`src/rtl/pal_pkg.sv`:
```
package pal_pkg;

  // Literal codes of the AND plane
  localparam logic [1:0] LIT_IGNORE = 2'b00;
  localparam logic [1:0] LIT_TRUE   = 2'b01;
  localparam logic [1:0] LIT_INV    = 2'b10;
  localparam logic [1:0] LIT_KILL   = 2'b11;

  // Strobes from control to datapath
  typedef struct packed {
    logic shiftEn;  // take one serial bit into the image
    logic outEn;    // image complete, drive results
  } ctrlStrobes_t;

endpackage

```
`src/rtl/pal_plane_stage.sv`:
```
module pal_plane_stage
  import pal_pkg::*;
#(
  parameter int NUM_IN        = 4,
  parameter int NUM_OUT       = 4,
  parameter int TERMS_PER_OUT = 4
) (
  input  logic [NUM_OUT*TERMS_PER_OUT*2*(NUM_IN+NUM_OUT)-1:0] planeCfg,
  input  logic [NUM_IN-1:0]  dataIn,
  input  logic [NUM_OUT-1:0] fbIn,
  output logic [NUM_OUT-1:0] orOut
);
  localparam int NUM_LIT   = NUM_IN + NUM_OUT;
  localparam int TERM_W    = 2 * NUM_LIT;
  localparam int NUM_TERMS = NUM_OUT * TERMS_PER_OUT;

  logic [NUM_LIT-1:0]   litVal;
  logic [NUM_TERMS-1:0] termHit;

  assign litVal = {fbIn, dataIn};

  for (genvar t = 0; t < NUM_TERMS; t++) begin : g_term
    logic hit;
    always_comb begin
      hit = 1'b1;
      for (int j = 0; j < NUM_LIT; j++) begin
        case (planeCfg[t*TERM_W + 2*j +: 2])
          LIT_TRUE: if (!litVal[j]) hit = 1'b0;
          LIT_INV:  if (litVal[j])  hit = 1'b0;
          LIT_KILL: hit = 1'b0;
          default:  ;
        endcase
      end
    end
    assign termHit[t] = hit;
  end

  for (genvar o = 0; o < NUM_OUT; o++) begin : g_or
    assign orOut[o] = |termHit[o*TERMS_PER_OUT +: TERMS_PER_OUT];
  end

endmodule

```
`src/rtl/pal_cfg_ctrl.sv`:
```
module pal_cfg_ctrl
  import pal_pkg::*;
#(
  parameter int CFG_W = 260
) (
  input  logic         clk,
  input  logic         rstN,
  input  logic         cfgEn,
  output ctrlStrobes_t strobes,
  output logic         cfgValid
);
  localparam int CNT_W = $clog2(CFG_W + 1);

  logic [CNT_W-1:0] bitCount;
  logic             validQ;

  assign strobes.shiftEn = cfgEn && !validQ;
  assign strobes.outEn   = validQ;
  assign cfgValid        = validQ;

  always_ff @(posedge clk or negedge rstN) begin
    if (!rstN) begin
      bitCount <= '0;
      validQ   <= 1'b0;
    end else if (strobes.shiftEn) begin
      bitCount <= bitCount + 1'b1;
      if (bitCount == CNT_W'(CFG_W - 1)) validQ <= 1'b1;
    end
  end

endmodule

```
`src/rtl/pal_array_datapath.sv`:
```
module pal_array_datapath
  import pal_pkg::*;
#(
  parameter int NUM_IN        = 4,
  parameter int NUM_OUT       = 4,
  parameter int TERMS_PER_OUT = 4
) (
  input  logic               clk,
  input  logic               rstN,
  input  ctrlStrobes_t       strobes,
  input  logic               cfgBit,
  input  logic [NUM_IN-1:0]  dataIn,
  output logic [NUM_OUT-1:0] dataOut
);
  localparam int NUM_LIT   = NUM_IN + NUM_OUT;
  localparam int TERM_W    = 2 * NUM_LIT;
  localparam int NUM_TERMS = NUM_OUT * TERMS_PER_OUT;
  localparam int PLANE_W   = NUM_TERMS * TERM_W;
  localparam int CFG_W     = PLANE_W + NUM_OUT;

  logic [CFG_W-1:0]   cfgImage;
  logic [NUM_OUT-1:0] polarity;
  logic [NUM_OUT-1:0] rawOr;

  // First bit shifted in ends at image bit 0
  always_ff @(posedge clk or negedge rstN) begin
    if (!rstN)                cfgImage <= '0;
    else if (strobes.shiftEn) cfgImage <= {cfgBit, cfgImage[CFG_W-1:1]};
  end

  // Feedback unrolled into NUM_OUT copies of the plane, each fed by the
  // previous copy; acyclic chains settle within NUM_OUT copies.
  for (genvar s = 0; s < NUM_OUT; s++) begin : g_stage
    logic [NUM_OUT-1:0] fb;
    logic [NUM_OUT-1:0] res;
    if (s == 0) begin : g_first
      assign fb = '0;
    end else begin : g_next
      assign fb = g_stage[s-1].res;
    end
    pal_plane_stage #(
      .NUM_IN(NUM_IN), .NUM_OUT(NUM_OUT), .TERMS_PER_OUT(TERMS_PER_OUT)
    ) plane_i (
      .planeCfg(cfgImage[PLANE_W-1:0]),
      .dataIn  (dataIn),
      .fbIn    (fb),
      .orOut   (res)
    );
  end

  assign rawOr    = g_stage[NUM_OUT-1].res;
  assign polarity = cfgImage[PLANE_W +: NUM_OUT];
  assign dataOut  = strobes.outEn ? (rawOr ^ polarity) : '0;

endmodule

```
`src/rtl/pal_logic_top.sv`:
```
module pal_logic_top
  import pal_pkg::*;
#(
  parameter int NUM_IN        = 4,
  parameter int NUM_OUT       = 4,
  parameter int TERMS_PER_OUT = 4
) (
  input  logic               clk,
  input  logic               rstN,
  input  logic               cfgEn,
  input  logic               cfgBit,
  input  logic [NUM_IN-1:0]  dataIn,
  output logic [NUM_OUT-1:0] dataOut,
  output logic               cfgValid
);
  localparam int CFG_W = NUM_OUT * TERMS_PER_OUT * 2 * (NUM_IN + NUM_OUT) + NUM_OUT;

  ctrlStrobes_t strobes;

  pal_cfg_ctrl #(.CFG_W(CFG_W)) ctrl_i (
    .clk     (clk),
    .rstN    (rstN),
    .cfgEn   (cfgEn),
    .strobes (strobes),
    .cfgValid(cfgValid)
  );

  pal_array_datapath #(
    .NUM_IN(NUM_IN), .NUM_OUT(NUM_OUT), .TERMS_PER_OUT(TERMS_PER_OUT)
  ) dp_i (
    .clk    (clk),
    .rstN   (rstN),
    .strobes(strobes),
    .cfgBit (cfgBit),
    .dataIn (dataIn),
    .dataOut(dataOut)
  );

endmodule

```
`config.mk`:
```
export PLATFORM = sky130hd
export DESIGN_NAME = pal_logic_top
export DESIGN_NICKNAME = d
export VERILOG_FILES = /design/src/rtl/pal_pkg.sv /design/src/rtl/pal_plane_stage.sv /design/src/rtl/pal_cfg_ctrl.sv /design/src/rtl/pal_array_datapath.sv /design/src/rtl/pal_logic_top.sv
export SDC_FILE = /design/constraint.sdc
export NUM_CORES = 1
export LEC_CHECK = 0
export ABC_AREA = 1
export BUFFER_PORTS_ARGS = -buffer_cell sky130_fd_sc_hd__clkbuf_2
export CAP_MARGIN = 20
export CORE_ASPECT_RATIO = 0.6
export CORE_MARGIN = 10
export CORE_UTILIZATION = 35
export DETAILED_ROUTE_END_ITERATION = 8
export PLACE_DENSITY = 0.49
export SLEW_MARGIN = 20
export SYNTH_ARGS = -nofsm -noshare
export SYNTH_HDL_FRONTEND = slang
export SYNTH_SLANG_ARGS = --single-unit
```
`constraint.sdc`:
```
create_clock -name clk -period 6.7 [get_ports clk]
set_input_delay 1.34 -clock clk [delete_from_list [all_inputs] [get_ports clk]]
set_output_delay 1.34 -clock clk [all_outputs]
set_load 0.005 [all_outputs]
```
# == Yosys cells after proc, flatten, opt, wreduce, memory -nomap -nowiden ==
# Cells that the tools add are included.
# word_totals
reg_bits,270
latch_bits,0
ram_bits,0
mem_bits_ro,0
input_bits,8
out_inout_bits,5
word_cells,1276
mem_count,0
# op_classes
n_addsub,1
mul,0
n_div,0
n_lt_le_gt_ge,0
eq_ne,385
shifts,0
muxes,803
bitwise_logic,1
n_reduce_logical,83
# op_table
op,count
$pmux W1 S3,256
$mux W1,546
$eq A2 B2 Y1 const B,256
$eq A2 B1 Y1 const B,128
$reduce_or A2 Y1,64
$reduce_or A4 Y1,16
$add A9 B1 Y9 const B,1
$eq A9 B9 Y1 const B,1
$mux W4,1
$xor A4 B4 Y4,1
$reduce_and A2 Y1,1
$logic_and A1 B1 Y1,1
$logic_not A1 Y1,1

# == Longest topological paths before layout ==
# logic_depth
ltp_word,42
ltp_mapped,35
depth_no_buf,31

# == Modules after synthesis ==
# From an unflattened synthesis, not the netlist that was laid out.
# hier_totals
hier_cells,3657
area_unflattened_um2,20983.9
# by_module_without_submodules
module,instances,cells_each,area_per_inst_um2,seq_area_each_um2
pal_array_datapath,1,1115,10639.0,6506.2
pal_plane_stage,4,619,2454.9,0.0
pal_cfg_ctrl,1,66,525.5,250.2

# == Worst setup path after synthesis ==
# No wires, ideal clock.
# synth_timing
kind,input-to-output
startpoint,input port dataIn[2]
endpoint,output port dataOut[0]
arrival_ns,4.001
required_time_ns,5.360
path_slack_ns,1.359
cell_stages,33
path_buffers,6
path_cell_list,buf_4 -> buf_6 -> o21ai_0 -> nor2_1 -> nand3_1 -> nand2_1 -> inv_1 -> nand2_2 -> buf_6 -> nand2_1 -> nand2_1 -> nor2_1 -> nand3_2 -> nand2_2 -> nor2_4 -> buf_6 -> buf_6 -> nand2_1 -> nand2_1 -> nor2_1 -> nand3_2 -> nand2_4 -> nor2_8 -> buf_6 -> nand2_1 -> nand2_1 -> nor2_2 -> nand3_2 -> nand2_1 -> nor2_1 -> nand2_1 -> nand2_1 -> nor2_1
# synth_between
elab_chain_cells,38
elab_cells_between_ends,607
cone_classes,mux: 593; bitwise: 1; reduce/logical: 13
# synth_rtl
item,line,rtl
start: declaration,pal_logic_top.sv:12,"input logic [NUM_IN-1:0] dataIn,"
$mux W1 (on tied branches),"pal_plane_stage.sv:29, pal_plane_stage.sv:28",
$pmux W1 S3,pal_plane_stage.sv:27,case (planeCfg[t*TERM_W + 2*j +: 2])
$mux W1 (on tied branches),"pal_plane_stage.sv:29, pal_plane_stage.sv:28",
$pmux W1 S3,pal_plane_stage.sv:27,
$mux W1 (4 in a row),--,
$reduce_or A4 Y1,pal_plane_stage.sv:39,assign orOut[o] = |termHit[o*TERMS_PER_OUT +: TERMS_PER_OUT];
$mux W1 (on tied branches),"pal_plane_stage.sv:29, pal_plane_stage.sv:28",
$pmux W1 S3,pal_plane_stage.sv:27,
(+19 left out),--,
$pmux W1 S3,pal_plane_stage.sv:27,
$mux W1 (on tied branches),"pal_plane_stage.sv:29, pal_plane_stage.sv:28",
$pmux W1 S3,pal_plane_stage.sv:27,
$mux W1 (on tied branches),"pal_plane_stage.sv:29, pal_plane_stage.sv:28",
$pmux W1 S3,pal_plane_stage.sv:27,
$reduce_or A4 Y1 (*),pal_plane_stage.sv:39,
$xor A4 B4 Y4 (*),pal_array_datapath.sv:53,assign dataOut = strobes.outEn ? (rawOr ^ polarity) : '0;
$mux W4 (*),pal_array_datapath.sv:53,
end: declaration,pal_logic_top.sv:13,"output logic [NUM_OUT-1:0] dataOut,"
# Every way passes the cells marked *; elsewhere a longest branch is shown, timed or not.

# == Worst setup path in the final report ==
# layout_timing
startpoint,input port dataIn[1]
endpoint,output port dataOut[0]
# layout_between
elab_chain_cells,40
elab_cells_between_ends,655
cone_classes,mux: 641; bitwise: 1; reduce/logical: 13
# layout_rtl
item,line
$mux W1 (on tied branches),"pal_plane_stage.sv:29, pal_plane_stage.sv:28"
$pmux W1 S3,pal_plane_stage.sv:27
$mux W1 (on tied branches),"pal_plane_stage.sv:29, pal_plane_stage.sv:28"
$pmux W1 S3,pal_plane_stage.sv:27
$mux W1 (on tied branches),"pal_plane_stage.sv:29, pal_plane_stage.sv:28"
$pmux W1 S3,pal_plane_stage.sv:27
$mux W1 (4 in a row),--
$reduce_or A4 Y1,pal_plane_stage.sv:39
(+21 left out),--
$pmux W1 S3,pal_plane_stage.sv:27
$mux W1 (on tied branches),"pal_plane_stage.sv:29, pal_plane_stage.sv:28"
$pmux W1 S3,pal_plane_stage.sv:27
$mux W1 (on tied branches),"pal_plane_stage.sv:29, pal_plane_stage.sv:28"
$pmux W1 S3,pal_plane_stage.sv:27
$reduce_or A4 Y1 (*),pal_plane_stage.sv:39
$xor A4 B4 Y4 (*),pal_array_datapath.sv:53
$mux W4 (*),pal_array_datapath.sv:53
# Marks and branches as above.

==> summary.md <==
| Metric | Value |
|---|---|
| Hold depth | 1 |
| Placed Area | 15700 sq um |
| First-pass GRT wire length | 76800 microns |
| Final setup viols | 0 |
| Maxcap violations | 0 |
| Die H | 179 microns |
| Via density | 5.02 |
| CP Launch Type | input port |
| CP required | 5.36 ns |
| Area Growth Syn to Fin | 17.8% |
| Final instance area | 17400 sq um |
| Post-Synthesis Cells | 2082 |
| Avg WL per Cell | 19.5 microns |
| Post-synthesis sequential area ratio | 45.9% |
| Fin crit share | 97.4% |
| Most used cell, CP | nand2_1 |
| DR iter-0 viols | 1632 |
| Nets | 2126 |
| Core Area | 41700 sq um |
| Gr usage total | 19.4% |
| PortBufs | 12 |
| Initial antenna violation count | 4 |
| Worst vdd ir | 148 uV |
| Share of layout cells above drive strength 1 | 11.8% |
| CP max FO | 13 |
| Post-synthesis cell type count | 28 |
| Drt first pass iters | 5 |
| Remaining Overflow, GRT | 0 |
| Die width | 285 microns |
| Clk_lat worst skew | 0.58 ns |
| H-tree depth | 1 |
| Worst path max stage delay | 0.38 ns |
| Worst Path Class, Setup | input port to output pin |
| Non-filler cells, final | 2708 |
| Clk buf depth | 3 |
| CTS buffer count | 29 |
| Total chip power | 3.53 mW |
| Final Max Tran Viols | 0 |
| Final Skew | 0.0255 ns |
| # rows | 58 |
| Slowest CP cell | nor2_4 |
| Vias in the first global route | 12.1k |
| Synth Register Bits | 270 |
| Hold crit path type | register to register |
| Syn_nets | 2091 |
| Leak pwr | 8.47 nW |
| End-of-flow core utilization | 41.6% |
| Gp weighted congestion | 0.944 |
| Layout fillers | 4328 |
| Post-route ant nets | 0 |
| WHS Endpoint | ctrl_i.bitCount[8]$_DFFE_PN0P_ |
| Final Critical Period | 6.53 ns |
| Residual DRC | 0 |
| Rel. slew slack | 33.5% |
| Final Hold Vio Count | 0 |
| Outcome | complete, no violations |
| Clk sink count | 270 |
| Die area | 51000 sq um |
| DRT Wirelength | 52800 microns |
| Pwr dens | 204 nW/um^2 |
| Mean Syn Cell Area | 7.08 sq um |
| Worst-path clk slew | 0.06 ns |
| Slew @ Worst Pin | 0.998 ns |
| DP Cell Count | 2632 |
| Crit path arrival time | 5.19 ns |
| Worst Reg-to-Reg Cells | 5 |
| Fmax | 153 MHz |
| YS warnings | 0 |
| Largest net degree at the start of global routing | 171 |
| Cts hold-fix bufs | 0 |
| Reg2reg end | dp_i.cfgImage[111]$_DFFE_PN0P_ |
| Via count | 13.6k |
| DP HPWL | 35100 microns |
| Flop2flop setup slack | 4.30 ns |
| CTS Root Cell | clkbuf_16 |
| Hold wc startpoint | ctrl_i.bitCount[8]$_DFFE_PN0P_ |
| Post-Syn Area | 14700 sq um |
| TritonCTS clock tree | yes |
| # IOs | 13 |
| Initial Utilization | 35.3% |
| Reg2Reg Launch Point | ctrl_i.cfgValid$_DFFE_PN0P_ |
| Worst setup EP type | output pin |
==> timing repair <==
| action | CTS | global route |
|---|---|---|
| endpoints found under the setup margin | 4 | 4 |
| pin swaps | 4 | 24 |
| hold endpoints to repair | 0 | 0 |
| setup buffers | 3 | 8 |
| resized for setup | 13 | 76 |
| cloned | 2 | 11 |
==> final cells by class <==
| type | instances | area [sq um] | share of cell area [%] |
|---|---|---|---|
| timing repair buffer | 97 | 1200 | 6.92 |
| sequential | 270 | 6760 | 38.9 |
| multi-input combinational | 1533 | 6950 | 40.0 |
| clock buffer | 34 | 785 | 4.52 |
| inverter | 186 | 713 | 4.11 |
| tap | 570 | 713 | 4.11 |
| clock inverter | 17 | 235 | 1.36 |
| antenna | 1 | 2.50 | 0.0144 |
==> worst max-delay path, delay by kind of cell <==
kind            cells  cell delay, ns
simple gates       21            2.40
compound gates      2            0.27
buf+inv             8            1.17
==> worst max-delay path by stage <==
stage | from | endpoint | slack [ns] | depth (start not counted)
after floorplan | dataIn[2] | dataOut[0] | 1.36 | 33
after global placement | dataIn[2] | dataOut[1] | -0.57 | 31
after detailed placement | dataIn[0] | dataOut[1] | -0.50 | 28
after CTS | dataIn[0] | dataOut[0] | 0.02 | 33
after global routing | dataIn[1] | dataOut[0] | -0.006 | 34
final | dataIn[1] | dataOut[0] | 0.17 | 31
==> metrics by stage <==
stage	hold slack, ns	setup slack, ns	setup TNS, ns
finish	0.474	0.172	0
global placement	0.465	-0.575	-1.69
global route	0.489	-0.00641	-0.00641
CTS	0.477	0.0170	0
detailed placement	0.464	-0.497	-1.32
floorplan	0.446	1.36	0
==> layout by cell type (no fill, tap or decap), types with 2 or more instances in the layout <==
cell type  netlist  routed
nand2_4          6      13
clkinv_2         0       6
buf_8            0       3
nand2_2         14      17
inv_6            0       6
clkbuf_8         0       4
clkbuf_16        0      38
o21ai_0        304     298
nand3_2         15      22
a21oi_1         40      39
xor2_1           4       4
nand4_1          2       2
nor2_1         198     179
nand2_8          0       2
nor2_8           4       4
bufinv_16        0       5
o21ai_1         43      47
nor2_2           6      21
buf_6           23       6
buf_4           12      49
inv_2            7       5
inv_1          179     178
nand2_1        812     800
o21ai_2          0       2
buf_12           0      23
nor3_1           4       4
nor2_4           7      15
clkbuf_2         1       7
clkinv_4         0       2
nand3_1         63      56
dfrtp_1        270     270
xnor2_1          4       4
==> logic make-up (layout without fill, tap and decap cells) <==
| family | after synthesis | in the layout | share of synthesized area (%) |
|---|---|---|---|
| xor gates and xnor gates | 8 | 8 | 0.476 |
| buffers and inverters | 283 | 334 | 8.73 |
| adders and majority gates | 1 | 1 | 0.0849 |
| and+or+nand+nor | 1133 | 1137 | 31.7 |
| other | 0 | 1 | 0 |
| DFF | 270 | 270 | 45.9 |
| AOI/OAI and AO/OA | 387 | 387 | 13.1 |
==> synthesized netlist by cell type, drive strengths merged <==
master / number / area (sq um)
o21ai: 347 / 1740
nand4: 3 / 33.8
xor2: 4 / 35.0
ha: 1 / 12.5
a21oi: 40 / 200
dfrtp: 270 / 6760
nand3: 78 / 465
xnor2: 4 / 35.0
nand2: 832 / 3200
nor2: 215 / 940
inv: 186 / 698
clkbuf: 51 / 193
nor3: 4 / 20.0
buf: 46 / 395
nor4: 1 / 6.26
==> flip-flops by register name, indices dropped and copies added, names as in the netlist <==
| name | cells |
|---|---|
| ctrl_i.bitCount | 9 |
| ctrl_i.cfgValid | 1 |
| dp_i.cfgImage | 260 |
==> routing by layer <==
| metal | GRT usage (%) | share of wire, % | up-vias |
|---|---|---|---|
| met4 | 2.75 | 1.2 | 0 |
| met1 | 32.2 | 53 | 6401 |
| met5 | 0 | 0 | - |
| met3 | 3.41 | 9.5 | 54 |
| li1 | - | - | 6597 |
| met2 | 25.1 | 37 | 535 |
==> power breakdown <==
group / internal [mW] / switching [mW]
logic: 0.0458 / 0.108
clock network: 1.03 / 0.718
registers: 1.63 / 0
total: 2.71 / 0.826
No activity file was read; power rests on OpenSTA's default activity.
